## src/rtl/kbd_scan_pkg.sv

```systemverilog
// Shared constants and types for the keyboard scan interrupt unit.
// Assumes the output word layout: rows in the low bits, beeper at bit 11.
package kbd_scan_pkg;
    localparam int OUT_W    = 12;
    localparam int BEEP_BIT = 11;
    localparam int STAT_W   = 4;
    localparam int SREQ_BIT = 3;

    typedef enum logic [1:0] {
        EV_NONE = 2'd0,
        EV_KEY  = 2'd1,
        EV_PWR  = 2'd2
    } kbd_event_e;
endpackage

```

## src/rtl/kbd_row_latch.sv

```systemverilog
// Holds the row-drive lines and the beeper bit loaded by processor writes.
// Assumes ROWS does not reach the beeper bit position.
module kbd_row_latch
    import kbd_scan_pkg::*;
#(
    parameter int ROWS = 9
) (
    input  logic             clk,
    input  logic             rst_n,
    input  logic             wr_en,
    input  logic [OUT_W-1:0] wr_data,
    output logic [ROWS-1:0]  rows,
    output logic             beep
);
    localparam int GAP_W = BEEP_BIT - ROWS;

    logic [GAP_W-1:0] unused_gap;
    assign unused_gap = wr_data[BEEP_BIT-1:ROWS];

    // Load rows and beeper on each write, clear on reset.
    always_ff @(posedge clk) begin
        if (!rst_n) begin
            rows <= '0;
            beep <= 1'b0;
        end else if (wr_en) begin
            rows <= wr_data[ROWS-1:0];
            beep <= wr_data[BEEP_BIT];
        end
    end
endmodule

```

## src/rtl/kbd_col_combine.sv

```systemverilog
// Combines the column lines of all driven rows and appends the power key.
// Purely combinational; assumes the column inputs are already debounced.
module kbd_col_combine #(
    parameter int ROWS = 9,
    parameter int COLS = 15
) (
    input  logic [ROWS-1:0]      rows,
    input  logic [ROWS*COLS-1:0] matrix,
    input  logic                 pwr_key,
    output logic [COLS:0]        value
);
    logic [COLS-1:0] masked [ROWS];

    for (genvar r = 0; r < ROWS; r++) begin : g_row
        // Gate one row's columns by its drive bit.
        assign masked[r] = rows[r] ? matrix[r*COLS +: COLS] : '0;
    end

    // OR the gated rows together and place the power key on top.
    always_comb begin
        logic [COLS-1:0] acc;
        acc = '0;
        for (int r = 0; r < ROWS; r++) begin
            acc = acc | masked[r];
        end
        value = {pwr_key, acc};
    end
endmodule

```

## src/rtl/kbd_poll_timer.sv

```systemverilog
// Free-running divider producing a one-cycle poll strobe every TICK_CYCLES clocks.
// Assumes TICK_CYCLES is at least 2 so strobes never touch.
module kbd_poll_timer #(
    parameter int TICK_CYCLES = 100000
) (
    input  logic clk,
    input  logic rst_n,
    output logic tick
);
    localparam int CNT_W = (TICK_CYCLES > 1) ? $clog2(TICK_CYCLES) : 1;
    localparam logic [CNT_W-1:0] LAST = CNT_W'(TICK_CYCLES - 1);

    logic [CNT_W-1:0] cnt;

    assign tick = (cnt == LAST);

    // Count up and wrap at the last value of the period.
    always_ff @(posedge clk) begin
        if (!rst_n)    cnt <= '0;
        else if (tick) cnt <= '0;
        else           cnt <= cnt + 1'b1;
    end
endmodule

```

## src/rtl/kbd_event_ctrl.sv

```systemverilog
// Decides on each poll strobe whether to interrupt, keeps the key-down flag
// and the sticky service request, and forms the one-cycle pulses.
// Assumes strobes are at least two cycles apart.
module kbd_event_ctrl
    import kbd_scan_pkg::*;
(
    input  logic clk,
    input  logic rst_n,
    input  logic tick,
    input  logic pwr_key,
    input  logic any_down,
    input  logic rearm,
    input  logic clr_req,
    output logic wake,
    output logic irq,
    output logic nmi,
    output logic sreq
);
    kbd_event_e ev;
    logic       kdn_q;

    // Classify the strobe: power key first, otherwise a rising key-down edge.
    always_comb begin
        ev = EV_NONE;
        if (tick) begin
            if (pwr_key)               ev = EV_PWR;
            else if (any_down && !kdn_q) ev = EV_KEY;
        end
    end

    // Track the key-down flag; a re-arm command wins over the strobe update.
    always_ff @(posedge clk) begin
        if (!rst_n)                kdn_q <= 1'b0;
        else if (rearm)            kdn_q <= 1'b0;
        else if (tick && !pwr_key) kdn_q <= any_down;
    end

    // Register the pulses for one cycle after the deciding strobe.
    always_ff @(posedge clk) begin
        if (!rst_n) begin
            wake <= 1'b0;
            irq  <= 1'b0;
            nmi  <= 1'b0;
        end else begin
            wake <= (ev != EV_NONE);
            irq  <= (ev == EV_KEY);
            nmi  <= (ev == EV_PWR);
        end
    end

    // Sticky service request: set by any event, cleared by a write of one.
    always_ff @(posedge clk) begin
        if (!rst_n)              sreq <= 1'b0;
        else if (ev != EV_NONE)  sreq <= 1'b1;
        else if (clr_req)        sreq <= 1'b0;
    end
endmodule

```

## src/rtl/kbd_scan_irq.sv

```systemverilog
// Keyboard matrix scan interrupt unit: row latch, column combining,
// periodic poll and interrupt generation. Assumes synchronous inputs.
module kbd_scan_irq
    import kbd_scan_pkg::*;
#(
    parameter int ROWS        = 9,
    parameter int COLS        = 15,
    parameter int TICK_CYCLES = 100000
) (
    input  logic                 clk,
    input  logic                 rst_n,
    input  logic                 out_wr_en,
    input  logic [OUT_W-1:0]     out_wr_data,
    input  logic                 status_wr_en,
    input  logic [STAT_W-1:0]    status_wr_data,
    input  logic                 rearm,
    input  logic [ROWS*COLS-1:0] col_matrix,
    input  logic                 on_key,
    output logic [ROWS-1:0]      row_drive,
    output logic                 beeper,
    output logic [COLS:0]        in_value,
    output logic                 poll_tick,
    output logic                 wake_pulse,
    output logic                 irq_pulse,
    output logic                 nmi_pulse,
    output logic [STAT_W-1:0]    status
);
    logic sreq;
    logic any_down;
    logic clr_req;

    kbd_row_latch #(.ROWS(ROWS)) u_latch (
        .clk     (clk),
        .rst_n   (rst_n),
        .wr_en   (out_wr_en),
        .wr_data (out_wr_data),
        .rows    (row_drive),
        .beep    (beeper)
    );

    kbd_col_combine #(.ROWS(ROWS), .COLS(COLS)) u_comb (
        .rows    (row_drive),
        .matrix  (col_matrix),
        .pwr_key (on_key),
        .value   (in_value)
    );

    kbd_poll_timer #(.TICK_CYCLES(TICK_CYCLES)) u_timer (
        .clk   (clk),
        .rst_n (rst_n),
        .tick  (poll_tick)
    );

    assign any_down = |in_value;
    assign clr_req  = status_wr_en && status_wr_data[SREQ_BIT];

    kbd_event_ctrl u_ctrl (
        .clk      (clk),
        .rst_n    (rst_n),
        .tick     (poll_tick),
        .pwr_key  (on_key),
        .any_down (any_down),
        .rearm    (rearm),
        .clr_req  (clr_req),
        .wake     (wake_pulse),
        .irq      (irq_pulse),
        .nmi      (nmi_pulse),
        .sreq     (sreq)
    );

    // Only the service request is populated in the status nibble.
    always_comb begin
        status           = '0;
        status[SREQ_BIT] = sreq;
    end
endmodule

```

## config.mk

```make
export PLATFORM = sky130hd
export DESIGN_NAME = kbd_scan_irq
export DESIGN_NICKNAME = d
export VERILOG_FILES = /design/src/rtl/kbd_scan_pkg.sv /design/src/rtl/kbd_row_latch.sv /design/src/rtl/kbd_col_combine.sv /design/src/rtl/kbd_poll_timer.sv /design/src/rtl/kbd_event_ctrl.sv /design/src/rtl/kbd_scan_irq.sv
export SDC_FILE = /design/constraint.sdc
export NUM_CORES = 1
export LEC_CHECK = 0
export BUFFER_PORTS_ARGS = -buffer_cell sky130_fd_sc_hd__buf_2
export CAP_MARGIN = 20
export CORE_ASPECT_RATIO = 1.75
export CORE_MARGIN = 10
export CORE_UTILIZATION = 42
export DETAILED_ROUTE_END_ITERATION = 12
export GPL_TIMING_DRIVEN = 0
export MAX_ROUTING_LAYER = met4
export PLACE_DENSITY = 0.87
export REMOVE_ABC_BUFFERS = 1
export SLEW_MARGIN = 0
export SYNTH_ARGS = -nofsm -noshare
export SYNTH_HDL_FRONTEND = slang
export SYNTH_SLANG_ARGS = --single-unit
```

## constraint.sdc

```tcl
create_clock -name clk -period 6.48 [get_ports clk]
set_clock_uncertainty 0.1 [all_clocks]
set_input_delay 1.296 -clock clk [delete_from_list [all_inputs] [get_ports clk]]
set_output_delay 1.296 -clock clk [all_outputs]
set_load 0.1 [all_outputs]
```

==> results of run 1 <==
[power groups by stage]
stage	combinational, mW	sequential (mW)	clock [mW]
detailed placement	0.288	0.228	0
global placement	0.284	0.228	0
global route	0.301	0.226	0.202
CTS	0.288	0.224	0.195
finish	0.288	0.225	0.192
floorplan	0.178	0.246	0
[path summary, 6_finish.rpt]
| kind | start | endpoint | slack [ns] | cells past startpoint |
|---|---|---|---|---|
| hold / removal | u_timer.cnt[0]$_SDFF_PP0_ | u_timer.cnt[0]$_SDFF_PP0_ | 0.36 | 1 |
| hold reg to reg | u_timer.cnt[0]$_SDFF_PP0_ | u_timer.cnt[0]$_SDFF_PP0_ | 0.36 | 1 |
| setup / recovery | col_matrix[23] | in_value[8] | 2.70 | 5 |
| setup reg to reg | u_latch.rows[4]$_SDFFE_PN0P_ | u_ctrl.sreq$_SDFFE_PN0P_ | 3.81 | 6 |
[cell families (layout without fill, tap and decap cells)]
family	after synthesis	in the layout	share of synthesized area, %
AOI/OAI and AO/OA	68	68	29.6
xor gates and xnor gates	13	13	5.13
adders and majority gates	1	1	0.564
buffers and inverters	28	193	9.31
DFF	32	32	28.9
muxes	10	10	4.51
other	1	5	0.169
and+or+nand+nor	88	88	21.9
[per-layer routing]
layer	track usage [%]	vias up	routed length (µm)
met1	23.0	1326	3590
met5	-	-	0
met3	5.87	35	1120
met4	11.4	0	432
li1	-	1280	-
met2	41.3	182	5390
[registers in the layout, summed over array words and instances, names as in the netlist]
register,cells
u_ctrl.irq,1
u_ctrl.sreq,1
u_latch.beep,1
u_ctrl.nmi,1
u_ctrl.wake,1
u_timer.cnt,17
u_latch.rows,9
u_ctrl.kdn_q,1
[worst max-delay path, stage by stage]
cell and delay (ns):
buf_2 0.10, a22o_1 0.21, a221oi_1 0.26, nand3_1 0.19, buf_2 0.33
[placed cells by master, fill, tap and decap left out, types with 2 or more instances in the layout]
master    netlist  routed
a221oi_2       10      10
nor2_1         20      20
nand2_1         7       7
xor2_1          9       9
nor2b_1        10      10
clkbuf_8        2       5
buf_2           2     182
diode_2         0       2
mux2i_1        10      10
or3_1           2       2
a21oi_1         3       3
o21ai_0         2       2
nand3_2         2       2
nor3_1          2       2
or4_4           3       3
a222oi_1       15      15
and3_1          5       5
a22o_1         15      15
nand4_1         3       3
nand3_1        25      25
nor4_1          2       2
conb_1          1       3
inv_1           3       3
a221oi_1        5       5
xnor2_1         4       4
nand2b_1        2       2
dfxtp_1        32      32
a22oi_1        15      15
[layout make-up]
| cell class | instances | area [µm²] | share of cell area (%) |
|---|---|---|---|
| clock inverter | 3 | 42.5 | 1.36 |
| antenna | 2 | 5.00 | 0.160 |
| multi-input combinational | 183 | 1380 | 44.1 |
| inverter | 3 | 11.3 | 0.360 |
| sequential | 32 | 641 | 20.5 |
| tap | 55 | 68.8 | 2.20 |
| clock buffer | 5 | 68.8 | 2.20 |
| timing repair buffer | 182 | 911 | 29.1 |
[through the flow]
stage / instance area (µm²) / hold WS [ns] / setup slack, ns
detailed placement: 3010 / 0.346 / 2.68
finish: 3130 / 0.360 / 2.70
global placement: 3010 / 0.325 / 2.67
floorplan: 2030 / 0.318 / 2.43
global route: 3130 / 0.380 / 2.60
CTS: 3120 / 0.361 / 2.67
==> impl_metrics.csv, run 1 <==
group,metric,value,unit
global_routing,overflow,0,
hold_path,min_path_type,"reg2reg",
route,drt-wirelength-per-cell,22.6,µm
final_layout,finalNonFillerCells,465,
clock_tree,cts_tree,"done",
route,drt-pass1-iter-count,6,
clock_tree,hold_buffers,0,
pwr,switching_share,44.1,%
pwr,pwr-share-seq,31.9,%
floorplan,coreArea,0.00521,mm²
clock_tree,cts_htree_levels,2,
sta,setup-tns-final,0,ns
sta,period_needed,3.78,ns
final_layout,nFillCells,478,
pwr,intPower,0.394,mW
clock_tree,cts_resized,0,
route,final_antenna_net_count,0,
synth,synth_ff_type,"dfxtp_1",
worst_setup_path,required,5.08,ns
floorplan,die_width,74.9,µm
synth,synthTopCellsByArea,"dfxtp_1 29%, a221oi_2 6.8%, a222oi_1 6.8%, a22o_1 5.9%, nand3_1 5.6%",
synth,synth-async-reset-ratio,0,%
sta,finalMaxSlewViolations,0,
synth,ys_ff_latch,32,
floorplan,die_h,116,µm
synth,yosys-top-cells-count,"32 x dfxtp_1, 25 x nand3_1, 20 x nor2_1",
clock_tree,clk_pin_slew,0.07,ns
pwr,comb_power_share,40.9,%
synth,synth_most_common_cell,"dfxtp_1",
sta,grt_setup_unrepaired,"false",
route,vias,2823,
worst_setup_path,worst_setup_path_start_kind,"primary input",
clock_tree,postCtsSetupRepairBufs,0,
floorplan,row_count,35,
route,drt_iter0_drc,235,
pwr,leakage,1.54,nW
placement,place_congestion,0.926,
synth,syn_area,0.00222,mm²
pwr,switchingPower,0.311,mW
route,drcViolationCount,0,
pwr,power-per-cell-area,225,mW/mm²
clock_tree,ctsRootBufferMaster,"clkbuf_8",
final_layout,drive_gt1_share,50.7,%
flow_run,drv_cap,0,
synth,synth_seq_area_share,28.9,%
synth,yosys.cell_types.count,40,
sta,relSlewSlack,34.1,%
sta,fmaxAchievable,0.264,GHz
global_routing,grt_pass1_vias,2808,
synth,synth_area_leader_cell,"dfxtp_1",
global_routing,antenna_found_initial,2,
worst_setup_path,cp-end-kind,"primary output",
sta,period_share,58.4,%
placement,port_buffers,182,
clock_tree,cts_sinks,32,
clock_tree,cts-buffers-inserted,5,
pwr,ir_drop,0.157,mV
worst_setup_path,crit_type,"in2out",
route,wl,10.5,mm
floorplan,pin_count,191,
synth,synthCells,241,
clock_tree,clockBufferDepth,2,
final_layout,area_growth,40.9,%
route,viasPerCell,6.07,
placement,dp_cells,455,
placement,dpl.hpwl,8.47,mm
final_layout,fin_util,60.0,%
clock_tree,clock_latency,0.29,ns
run_status,status,"finished clean",
pwr,total_power,0.705,mW
final_layout,fin_nets,565,
floorplan,start_util,42.6,%
global_routing,grt_max_degree,18,
global_routing,grt_pass1_wl,15.1,mm
synth,avgSynthCellArea,9.20,µm²
global_routing,track_usage,23.5,%
sta,worst_slew_pin_slew,0.987,ns
synth,synth_top_area_share,28.9,%
synth,yosys_warnings,0,
worst_setup_path,crit_path_max_fanout,2,
sta,hold_viol_final,0,
worst_setup_path,critical_path_arrival,2.39,ns
synth,synth-edff-count,0,
pwr,clockPowerShare,27.2,%
sta,setup_viol,0,
floorplan,die_area,0.00870,mm²
Power figures use the tool's default switching activity.
==> run 2, diff against run 1 <==
- ABC_AREA: default -> 1
- CORE_UTILIZATION: 42 -> 41
- PLACE_DENSITY: 0.87 -> 0.81
- clock period: 6.48 -> 3.7 ns (I/O delays scaled with it)
==> impl_metrics.csv, run 2 <==
group,metric,value,unit
placement,dp_slack,1.29,ns
global_routing,grt_max_degree,18,
flow_run,drv_cap,0,
pwr,ir_drop,0.246,mV
final_layout,top_regs,"u_timer.cnt x17, u_latch.rows x9",
final_layout,antennaDiodeCount,0,
synth,synth_area_leader_cell,"nand2_1",
synth,synth-edff-count,0,
synth,syn_area,0.00257,mm²
sta,finalWorstSetupSlack,0.986,ns
worst_setup_path,worst_setup_path_start_kind,"flip-flop",
synth,synth_most_common_cell,"nand2_1",
clock_tree,cts_tree,"done",
final_layout,fin_nets,774,
sta,grt_setup_unrepaired,"false",
clock_tree,ctsRootBufferMaster,"clkbuf_8",
floorplan,start_util,41.9,%
sta,setup-tns-final,0,ns
worst_setup_path,crit_type,"reg2out",
worst_setup_path,cp_num_buf_inv,1,
run_status,status,"finished clean",
clock_tree,cts-buffers-inserted,5,
sta,worst_slew_pin_slew,0.713,ns
placement,port_buffers,182,
floorplan,die_area,0.00996,mm²
floorplan,die_width,79.8,µm
synth,synthCells,451,
sta,hold_viol_final,0,
route,final_antenna_net_count,0,
synth,synth_ff_type,"dfxtp_1",
worst_setup_path,crit_chain,"nand2_1 > nand2_1 > nor2_1 > nand2_1 > buf_2",
final_layout,finalNonFillerCells,697,
worst_setup_path,cp-end-kind,"primary output",
clock_tree,cts_htree_levels,2,
worst_setup_path,critPathTopFamily,"flip-flops",
final_layout,final-seq-area,641,µm²
floorplan,row_count,38,
worst_setup_path,cpMaxStageDelayCell,"dfxtp_1",
placement,dpl.hpwl,9.04,mm
worst_setup_path,required,2.86,ns
pwr,leakage,1.92,nW
clock_tree,hold_buffers,0,
sta,fmaxAchievable,0.368,GHz
clock_tree,clk_pin_slew,0.06,ns
placement,place_congestion,0.964,
synth,synth-async-reset-ratio,0,%
clock_tree,cts_resized,0,
placement,dp_cells,689,
synth,yosys_warnings,0,
clock_tree,cts_sinks,32,
global_routing,track_usage,21.3,%
floorplan,pin_count,191,
route,drcViolationCount,0,
synth,yosys.cell_types.count,32,
sta,period_share,73.3,%
final_layout,regMostFlops,"u_timer.cnt",
global_routing,overflow,0,
worst_setup_path,critical_path_arrival,1.87,ns
route,vias,3352,
global_routing,antenna_found_initial,0,
route,wl,10.5,mm
final_layout,nFillCells,669,
sta,finalMaxSlewViolations,0,
route,drt-pass1-iter-count,5,
pwr,total_power,1.17,mW
final_layout,area_growth,33.1,%
final_layout,layout_commonest_cell,"nand2_1",
hold_path,min_path_type,"reg2reg",
final_layout,multi_input_area,0.00161,mm²
synth,synth_top_area_share,32.7,%
synth,yosys-top-cells-count,"224 x nand2_1, 73 x nor2_1, 32 x dfxtp_1",
worst_setup_path,crit_path_max_incr_delay,0.77,ns
floorplan,coreArea,0.00613,mm²
synth,synth_seq_area_share,24.9,%
sta,setup_viol,0,
sta,period_needed,2.71,ns
pwr,power-per-cell-area,341,mW/mm²
route,viasPerCell,4.81,
global_routing,grt_pass1_vias,3401,
final_layout,layout_common_cells,"224 x nand2_1, 182 x buf_2, 73 x nor2_1",
clock_tree,clockBufferDepth,2,
floorplan,die_h,125,µm
global_routing,grt_pass1_wl,16.5,mm
worst_setup_path,crit_top_cell,"nand2_1",
clock_tree,postCtsSetupRepairBufs,0,
clock_tree,clock_latency,0.28,ns
final_layout,drive_gt1_share,33.5,%
synth,avgSynthCellArea,5.70,µm²
route,drt-wirelength-per-cell,15.1,µm
synth,ys_ff_latch,32,
final_layout,largest_reg_flops,17,
sta,relSlewSlack,52.4,%
route,drt_iter0_drc,185,
worst_setup_path,crit_path_max_fanout,17,
synth,synthTopCellsByArea,"nand2_1 33%, dfxtp_1 25%, nor2_1 11%, buf_6 7.5%, nand3_1 3.9%",
==> run 2: stage by stage <==
stage	utilization, %	hold slack [ns]	instance area, µm²
6_report	55.8	0.354	3420
5_1_grt	55.8	0.376	3420
4_1_cts	55.8	0.357	3420
3_5_place_dp	54.3	0.348	3330
3_3_place_gp	54.3	0.327	3330
2_1_floorplan	-	0.318	2320
==> run 2: worst register-to-register path: cells and delay by family (launching register included) <==
family / cells / cell delay [ns]
AOI/OAI and AO/OA: 1 / 0.12
DFF: 1 / 0.76
and+or+nand+nor: 9 / 0.71
==> run 2: cells by family (layout without fill, tap and decap cells) <==
logic type	count (synthesis)	count (layout)	synth area share (%)
buf+inv	45	209	12.8
fa+ha+maj	1	1	0.487
xor+xnor	3	3	1.02
other cells	1	3	0.146
simple gates	347	347	55.9
compound gates	22	22	4.72
flops	32	32	24.9
==> run 2: worst paths after layout <==
path	start	cells after the start	slack [ns]	endpoint
max	u_latch.rows[7]$_SDFFE_PN0P_	5	0.99	in_value[0]
min	u_timer.cnt[0]$_SDFF_PP0_	1	0.35	u_timer.cnt[0]$_SDFF_PP0_
max reg2reg	u_latch.rows[3]$_SDFFE_PN0P_	10	1.95	u_ctrl.kdn_q$_SDFFE_PP0P_
min reg2reg	u_timer.cnt[0]$_SDFF_PP0_	1	0.35	u_timer.cnt[0]$_SDFF_PP0_
==> run 2: final cells by class <==
cell class	instances	area share, %
clock buffer	8	2.63
inverter	19	2.09
tap	80	2.93
timing repair buffer	182	26.6
sequential	32	18.7
multi-input combinational	376	47.0
==> run 2: routing by layer <==
layer | global-route usage [%] | vias to the layer above | routed length, µm
met5 | - | - | 0
met4 | 7.40 | 0 | 171
met2 | 37.8 | 149 | 5540
met1 | 21.7 | 1490 | 4050
met3 | 5.56 | 12 | 750
li1 | - | 1701 | -
==> run 2: power breakdown <==
group | internal (mW) | switching (mW)
clock network | 0.151 | 0.120
logic | 0.125 | 0.375
registers | 0.355 | 0.0394
total | 0.632 | 0.534
==> run 3, diff against run 2 <==
- ABC_AREA: 1 -> 0
- CORE_UTILIZATION: 41 -> 35
- PLACE_DENSITY: 0.81 -> 0.78
- clock period: 3.7 -> 2.35 ns (I/O delays scaled with it)
==> impl_metrics.csv, run 3 (synthesized netlist as in run 1, its figures left out) <==
group,metric,value,unit
final_layout,layout_common_cells,"177 x buf_2, 25 x nand3_1, 22 x dfxtp_1",
floorplan,row_count,38,
sta,finalWorstSetupSlack,-0.00386,ns
placement,dp_slack,-0.402,ns
final_layout,area_growth,50.3,%
clock_tree,clock_latency,0.29,ns
floorplan,die_h,125,µm
floorplan,pin_count,191,
route,drt_iter0_drc,208,
sta,whs,0.332,ns
placement,place_congestion,0.956,
floorplan,coreArea,0.00618,mm²
route,viasPerCell,5.59,
final_layout,fin_nets,576,
worst_setup_path,cp-end-kind,"flip-flop",
final_layout,drive_gt1_share,55.1,%
clock_tree,clk_pin_slew,0.07,ns
route,wl,10.9,mm
clock_tree,hold_buffers,0,
sta,fmaxAchievable,0.425,GHz
final_layout,regMostFlops,"u_timer.cnt",
global_routing,track_usage,20.2,%
run_status,status,"complete, but fails checks",
placement,dpl_cell_area,0.00304,mm²
clock_tree,cts-buffers-inserted,5,
pwr,power-per-cell-area,613,mW/mm²
global_routing,grt_pass1_vias,2805,
flow_run,drv_cap,0,
pwr,total_power,2.04,mW
worst_setup_path,crit_path_max_fanout,10,
final_layout,largest_reg_flops,17,
worst_setup_path,critical_path_arrival,2.42,ns
final_layout,top_regs,"u_timer.cnt x17, u_latch.rows x9",
floorplan,die_area,0.0100,mm²
sta,setup_viol,1,
sta,relSlewSlack,66.1,%
final_layout,nFillCells,606,
global_routing,grt_pass1_wl,15.8,mm
clock_tree,clockBufferDepth,2,
sta,period_needed,2.35,ns
worst_setup_path,required,2.42,ns
pwr,leakage,1.64,nW
sta,period_share,100,%
clock_tree,cts_sinks,32,
route,drcViolationCount,0,
clock_tree,ctsRootBufferMaster,"clkbuf_8",
route,final_antenna_net_count,0,
hold_path,min_path_type,"in2reg",
route,drt-pass1-iter-count,6,
pwr,ir_drop,0.429,mV
global_routing,grt_max_degree,18,
worst_setup_path,worst_setup_path_start_kind,"flip-flop",
final_layout,final_area,0.00333,mm²
route,vias,2805,
placement,dpl.hpwl,8.88,mm
final_layout,layout_commonest_cell,"buf_2",
global_routing,antenna_found_initial,3,
floorplan,die_width,80.2,µm
run_status,violations,"negative setup slack",
global_routing,overflow,0,
clock_tree,cts_htree_levels,2,
sta,grt_setup_unrepaired,"true",
placement,port_buffers,182,
sta,finalMaxSlewViolations,0,
clock_tree,cts_tree,"done",
worst_setup_path,crit_type,"reg2reg",
floorplan,start_util,35.9,%
sta,worst_slew_pin_slew,0.508,ns
sta,hold_viol_final,0,
route,drt-wirelength-per-cell,21.7,µm
==> run 3: cell type report <==
| type | count | area [µm²] | share of cell area (%) |
|---|---|---|---|
| timing repair buffer | 193 | 1020 | 30.5 |
| antenna | 3 | 7.51 | 0.225 |
| clock buffer | 7 | 96.3 | 2.89 |
| tap | 80 | 100 | 3.00 |
| clock inverter | 1 | 30.0 | 0.901 |
| multi-input combinational | 183 | 1400 | 42.1 |
| inverter | 3 | 11.3 | 0.338 |
| sequential | 32 | 668 | 20.0 |
==> run 3: final timing paths <==
| kind | slack (ns) | depth (start not counted) | to | from |
|---|---|---|---|---|
| max | -0.004 | 6 | u_ctrl.sreq$_SDFFE_PN0P_ | u_latch.rows[7]$_SDFFE_PN0P_ |
| min | 0.33 | 2 | u_ctrl.irq$_SDFF_PN0_ | on_key |
| max reg2reg | -0.004 | 6 | u_ctrl.sreq$_SDFFE_PN0P_ | u_latch.rows[7]$_SDFFE_PN0P_ |
| min reg2reg | 0.37 | 1 | u_timer.cnt[0]$_SDFF_PP0_ | u_timer.cnt[0]$_SDFF_PP0_ |
==> run 3: what timing repair did <==
| item | in CTS | in global routing |
|---|---|---|
| setup buffers | 1 | 10 |
| pin swaps | 2 | 11 |
| resized for setup | 19 | 13 |
| setup endpoints to repair | 22 | 7 |
==> run 3: critical path, stage by stage (launching register included) <==
cell and delay [ns]:
dfxtp_4 0.40, buf_4 0.19, a222oi_1 0.30, nand3_1 0.15
or4_4 0.54, o41ai_4 0.42, o211ai_1 0.13
==> run 3: report_power, final <==
part / internal, mW / switching, mW
Clock: 0.374 / 0.211
Sequential: 0.556 / 0.0532
Combinational: 0.245 / 0.603
==> run 3: per-layer routing <==
layer  GRT usage [%]  part of all wire [%]
met1            21.0                    36
met5               -                     0
met2            33.1                    49
met3            6.81                    12
met4            9.69                   3.1
==> run 3: per-stage QoR <==
stage	instances	TNS, ns	utilization, %
after floorplan	218	-13.77	-
after global placement	480	-1.61	49.2
after detailed placement	480	-1.54	49.2
after CTS	489	-0.0299	52.2
after global routing	502	-0.239	53.9
final	502	-0.00386	53.9
